==> src/rtl/snfc_pkg.sv <==
`timescale 1ns/1ps
package snfc_pkg;

   typedef enum logic [1:0] {
      FMT_SIGNMAG = 2'd0,
      FMT_ONES    = 2'd1,
      FMT_TWOS    = 2'd2,
      FMT_EXCESS  = 2'd3
   } fmt_e;

   // Canonical intermediate: sign plus full-width magnitude
   // (the magnitude of -2^(W-1) needs all W bits).
   function automatic logic is_symmetric(input fmt_e f);
      return (f == FMT_SIGNMAG) || (f == FMT_ONES);
   endfunction

endpackage

==> src/rtl/snfc_negate.sv <==
`timescale 1ns/1ps
// Two's-complement negation, variant chosen by parameter.
module snfc_negate #(
   parameter int WIDTH    = 8,
   parameter bit NEG_SCAN = 1'b0
) (
   input  logic [WIDTH-1:0] x,
   output logic [WIDTH-1:0] y
);

   localparam logic [WIDTH-1:0] ONE = {{(WIDTH-1){1'b0}}, 1'b1};

   generate
      if (NEG_SCAN) begin : g_scan
         // Keep bits through the lowest set bit, invert everything above.
         always_comb begin
            logic seen;
            seen = 1'b0;
            for (int i = 0; i < WIDTH; i++) begin
               y[i] = seen ? ~x[i] : x[i];
               seen = seen | x[i];
            end
         end
      end else begin : g_add
         assign y = ~x + ONE;
      end
   endgenerate

endmodule

==> src/rtl/snfc_decode.sv <==
`timescale 1ns/1ps
// Any source encoding -> (sign, magnitude, negative-zero).
module snfc_decode
   import snfc_pkg::*;
#(
   parameter int WIDTH    = 8,
   parameter bit NEG_SCAN = 1'b0
) (
   input  logic [WIDTH-1:0] word,
   input  fmt_e             src,
   output logic             sign,
   output logic [WIDTH-1:0] mag,
   output logic             negzero
);

   localparam int MW = WIDTH - 1;

   logic [WIDTH-1:0] twos_word;
   logic [WIDTH-1:0] twos_neg;
   logic             raw_sign;
   logic [WIDTH-1:0] raw_mag;

   // Offset binary maps onto two's complement by flipping the MSB.
   assign twos_word = (src == FMT_EXCESS) ? {~word[WIDTH-1], word[MW-1:0]} : word;

   snfc_negate #(.WIDTH(WIDTH), .NEG_SCAN(NEG_SCAN)) u_neg (
      .x (twos_word),
      .y (twos_neg)
   );

   always_comb begin
      raw_sign = word[WIDTH-1];
      raw_mag  = {1'b0, word[MW-1:0]};
      unique case (src)
         FMT_SIGNMAG: begin
            raw_sign = word[WIDTH-1];
            raw_mag  = {1'b0, word[MW-1:0]};
         end
         FMT_ONES: begin
            raw_sign = word[WIDTH-1];
            raw_mag  = {1'b0, word[WIDTH-1] ? ~word[MW-1:0] : word[MW-1:0]};
         end
         FMT_TWOS, FMT_EXCESS: begin
            raw_sign = twos_word[WIDTH-1];
            raw_mag  = twos_word[WIDTH-1] ? twos_neg : twos_word;
         end
         default: begin
            raw_sign = 1'b0;
            raw_mag  = '0;
         end
      endcase
   end

   // Only the symmetric sources can produce a signed zero.
   assign negzero = raw_sign && (raw_mag == '0);
   assign sign    = raw_sign && (raw_mag != '0);
   assign mag     = raw_mag;

endmodule

==> src/rtl/snfc_encode.sv <==
`timescale 1ns/1ps
// (sign, magnitude) -> destination encoding, with saturation.
module snfc_encode
   import snfc_pkg::*;
#(
   parameter int WIDTH    = 8,
   parameter bit NEG_SCAN = 1'b0
) (
   input  logic             sign,
   input  logic [WIDTH-1:0] mag,
   input  fmt_e             dst,
   output logic [WIDTH-1:0] word,
   output logic             unrep
);

   localparam int               MW      = WIDTH - 1;
   localparam logic [WIDTH-1:0] MIN_MAG = {1'b1, {MW{1'b0}}};
   localparam logic [WIDTH-1:0] MAX_SYM = {1'b0, {MW{1'b1}}};

   logic             too_big;
   logic [WIDTH-1:0] sym_mag;
   logic [WIDTH-1:0] mag_neg;
   logic [WIDTH-1:0] twos_word;

   snfc_negate #(.WIDTH(WIDTH), .NEG_SCAN(NEG_SCAN)) u_neg (
      .x (mag),
      .y (mag_neg)
   );

   assign too_big   = sign && (mag == MIN_MAG);
   assign unrep     = too_big && is_symmetric(dst);
   assign sym_mag   = too_big ? MAX_SYM : mag;
   assign twos_word = sign ? mag_neg : mag;

   always_comb begin
      unique case (dst)
         FMT_SIGNMAG: word = {sign, sym_mag[MW-1:0]};
         FMT_ONES:    word = {sign, sign ? ~sym_mag[MW-1:0] : sym_mag[MW-1:0]};
         FMT_TWOS:    word = twos_word;
         FMT_EXCESS:  word = {~twos_word[WIDTH-1], twos_word[MW-1:0]};
         default:     word = '0;
      endcase
   end

endmodule

==> src/rtl/snfc_conv.sv <==
`timescale 1ns/1ps
// Signed integer encoding converter: decode, encode, one output register.
module snfc_conv
   import snfc_pkg::*;
#(
   parameter int WIDTH    = 8,
   parameter bit NEG_SCAN = 1'b0
) (
   input  logic             clk,
   input  logic             rst,
   input  logic             in_valid,
   input  logic [WIDTH-1:0] in_data,
   input  logic [1:0]       in_src,
   input  logic [1:0]       in_dst,
   output logic             out_valid,
   output logic [WIDTH-1:0] out_data,
   output logic             out_negzero,
   output logic             out_unrep
);

   generate
      if (WIDTH < 2) begin : g_width_bad
         $error("snfc_conv: WIDTH must be at least 2");
      end
   endgenerate

   fmt_e             src_f;
   fmt_e             dst_f;
   logic             mid_sign;
   logic [WIDTH-1:0] mid_mag;
   logic             mid_negzero;
   logic [WIDTH-1:0] enc_word;
   logic             enc_unrep;

   assign src_f = fmt_e'(in_src);
   assign dst_f = fmt_e'(in_dst);

   snfc_decode #(.WIDTH(WIDTH), .NEG_SCAN(NEG_SCAN)) u_dec (
      .word    (in_data),
      .src     (src_f),
      .sign    (mid_sign),
      .mag     (mid_mag),
      .negzero (mid_negzero)
   );

   snfc_encode #(.WIDTH(WIDTH), .NEG_SCAN(NEG_SCAN)) u_enc (
      .sign  (mid_sign),
      .mag   (mid_mag),
      .dst   (dst_f),
      .word  (enc_word),
      .unrep (enc_unrep)
   );

   always_ff @(posedge clk) begin
      if (rst) begin
         out_valid   <= 1'b0;
         out_data    <= '0;
         out_negzero <= 1'b0;
         out_unrep   <= 1'b0;
      end else begin
         out_valid <= in_valid;
         if (in_valid) begin
            out_data    <= enc_word;
            out_negzero <= mid_negzero;
            out_unrep   <= enc_unrep;
         end
      end
   end

endmodule

==> config.mk <==
export PLATFORM = sky130hd
export DESIGN_NAME = snfc_conv
export DESIGN_NICKNAME = d
export VERILOG_FILES = /design/src/rtl/snfc_pkg.sv /design/src/rtl/snfc_negate.sv /design/src/rtl/snfc_decode.sv /design/src/rtl/snfc_encode.sv /design/src/rtl/snfc_conv.sv
export SDC_FILE = /design/constraint.sdc
export NUM_CORES = 1
export LEC_CHECK = 0
export ABC_CLOCK_PERIOD_IN_PS = 3250
export BUFFER_PORTS_ARGS = -buffer_cell sky130_fd_sc_hd__buf_2
export CAP_MARGIN = 5
export CORE_ASPECT_RATIO = 1.2
export CORE_MARGIN = 5
export CORE_UTILIZATION = 35
export DETAILED_ROUTE_END_ITERATION = 8
export HOLD_SLACK_MARGIN = 0.08
export REMOVE_ABC_BUFFERS = 1
export SLEW_MARGIN = 20
export SYNTH_ARGS = -nofsm -noshare
export SYNTH_HDL_FRONTEND = slang
export SYNTH_SLANG_ARGS = --single-unit
export TNS_END_PERCENT = 5
==> constraint.sdc <==
create_clock -name clk -period 3.25 [get_ports clk]
set_input_delay 0.1625 -clock clk [delete_from_list [all_inputs] [get_ports clk]]
set_output_delay 0.1625 -clock clk [all_outputs]
set_load 0.02 [all_outputs]
==> results.yml <==
final_layout:
  design_area_um2: 1521
  diodes: 0
  fin_nets: 214
  fin_util: 0.4187
  drive_gt1_frac: 0.2041
  instances_no_fill: 248
  syn_to_final_growth_pct: 15.59
  final.fill_count: 394
timing:
  min_period_over_period: 0.8073
  fin_hold_ws_ns: 0.1788
  setup_tns_ns: 0
  hold_viol: 0
  worstMarginPinSlew_ns: 0.6251
  timing.fmax_mhz: 381.1
  relSlewSlack: 0.5819
  setup_viol: 0
  maxSlewViolCount: 0
  rsz0062_at_grt: "false"
  final.min_clock_period_ns: 2.624
  skew_ns: 0
placement:
  placed_area_um2: 1476
  dp_hpwl_mm: 2.645
  place.port_buffers: 25
  dp_cells: 244
  gp_congestion: 0.8370
setup_path:
  worst-setup-path-type: "input pin to flip-flop"
  required_ns: 3.38
  crit_end: "out_data[4]"
  arrival_ns: 2.75
  cp-end-kind: "flip-flop"
  critPathMaxFanout: 14
  r2r_setup_slack_ns: 2.25
  start_kind: "input pin"
  r2r-start: "out_data[7]"
  critPathLaunch: "in_data[7]"
  r2r_end: "out_data[7]"
  r2r_cells: 4
synthesis:
  synth.distinct_cells: 54
  synthCells: 173
  synth_ff_type: "dfxtp_1"
  syn_area_per_cell_um2: 7.608
  netlist_area_um2: 1316
  synthTopCellsByArea: "dfxtp_1 17%, xnor2_1 7.3%, a21oi_1 4.9%, nor2_1 4.6%, nand2_1 3.1%"
  ys_ff_latch: 11
  synth_top_area_cell: "dfxtp_1"
  yosys.area.top_type_share: 0.1673
  synth-async-reset-ratio: 0
  ys_seq_area_frac: 0.1673
  synth_edf_count: 0
  yosysWarnings: 0
power:
  power.density_nw_per_um2: 325.2
  net-switching-power_mw: 0.1834
  clockPowerShare: 0.275
  vdd_drop_max_mv: 0.1077
  power_frac_seq: 0.304
  p_int_mw: 0.3114
  combPwrFrac: 0.421
  leakage_nw: 0.5710
  netSwitchingFraction: 0.3706
run_status:
  status: "completed"
die:
  die_area_um2: 5092
  die_x_um: 65.98
  rows: 24
  core_area_um2: 3633
  start_util: 0.3623
  boundaryPins: 26
  die_y_um: 77.18
routing:
  drc_errors: 0
  vias: 1366
  drtAntennaViolNets: 0
  wl_per_cell_um: 13.45
  drtIter0Drc: 53
  totalWireLength_mm: 3.336
  drtPass1Iterations: 4
  routed_via_density: 5.508
hold_path:
  hp-start: "rst"
  hold_class: "input pin to flip-flop"
clock_network:
  ctsResizeCount: 0
  cts.path.max_buffers: 2
  htreeDepth: 1
  insertion_delay_ns: 0.24
  cts_hold_buf: 0
  cts_tree: "done"
  postCtsSetupBuffers: 0
  clock_sinks: 11
  cts_buffers: 3
  clkTransAtPathRegs_ns: 0.05
  cts-root-buf: "clkbuf_8"
grt:
  grt_max_degree: 19
  grt_pass1_wl_mm: 5.844
  antenna_found_initial: 0
  overflow: 0
  first_global_vias: 1253
  grt_use_total: 0.1406
flow_run:
  drv_cap: 0
## cells in the final DEF (no fill, tap or decap), types with 3 or more instances in the layout
cell type  count
a211oi_1       3
a21oi_1       13
a31oi_1        4
a32o_1         4
and2_1         5
buf_2         25
clkbuf_8       3
dfxtp_1       11
inv_1          6
nand2_1       11
nand2b_1       5
nand3_1        6
nor2_1        16
nor2b_1        3
nor3_1         6
nor4_1         4
o21ai_0        6
or3_1          3
xnor2_1       11
xor2_1         4
## per-stage QoR
stage	worst slack, ns	total power, mW
after CTS	0.6563	0.4986
after global routing	0.3643	0.5275
after global placement	0.4713	0.3619
final	0.6261	0.4948
after floorplan	0.8623	0.2933
after detailed placement	0.4324	0.3602
## power groups by stage
stage | clock, mW | combinational [mW] | sequential (mW)
finish | 0.136 | 0.208 | 0.151
global route | 0.146 | 0.230 | 0.152
global placement | 0 | 0.209 | 0.153
floorplan | 0 | 0.126 | 0.167
detailed placement | 0 | 0.207 | 0.154
CTS | 0.140 | 0.208 | 0.151
## worst max-delay path, stage by stage
cell       delay, ns
buf_2           0.25
and3b_1         0.49
a221o_1         0.33
ha_1            0.28
o21ai_2         0.13
a2111oi_4       0.49
and2_1          0.24
o21ai_0         0.11
a32o_1          0.25
## cell type report
class,count,area (um^2),area share
repair buffers,27,140.1,0.09210
multi-input cells,148,1028,0.6760
clock buffers,4,45.04,0.02961
well taps,52,65.06,0.04276
inverters,6,22.52,0.01480
flip-flops and latches,11,220.2,0.1447
## cell usage after synthesis (all sizes together) (3+ instances only)
library cell,count
a211oi,3
inv,6
a311oi,3
nand2b,5
nand3,6
a31oi,5
nor3,6
xor2,5
or3,3
and2,5
clkbuf,5
buf,3
a21oi,14
nor2b,3
a32o,4
nor4,4
nand2,11
o21ai,7
nor2,16
dfxtp,11
xnor2,11
## layer usage
metal | share of wire | vias up | wire length [um] | global-route usage
met3 | 0.069 | 7 | 231 | 0.02485
met1 | 0.46 | 604 | 1547 | 0.1844
li1 | - | 710 | - | -
met4 | 0.019 | 0 | 64 | 0.05691
met2 | 0.45 | 45 | 1493 | 0.2237
met5 | 0 | - | 0 | 0
## kinds of logic after synthesis
| family | after synthesis | share of synthesized area |
|---|---|---|
| and+or+nand+nor | 72 | 0.2994 |
| AOI/OAI and AO/OA | 56 | 0.3356 |
| xor gates and xnor gates | 16 | 0.1122 |
| buffers and inverters | 14 | 0.05133 |
| DFF | 11 | 0.1673 |
| adders and majority gates | 3 | 0.02661 |
| muxes | 1 | 0.007605 |
## worst min-delay path by stage
| stage | to | slack, ns | depth (start not counted) |
|---|---|---|---|
| 2_1_floorplan | out_negzero | 0.23 | 1 |
| 6_report | out_negzero | 0.18 | 2 |
| 4_1_cts | out_negzero | 0.18 | 2 |
| 3_3_place_gp | out_negzero | 0.42 | 2 |
| 5_1_grt | out_negzero | 0.18 | 2 |
| 3_5_place_dp | out_negzero | 0.43 | 2 |
## sequential cells by signal, indices dropped and copies added (netlist names)
signal	cells
out_data	8
out_unrep	1
out_valid	1
out_negzero	1
(Power assumes the default switching activity.)
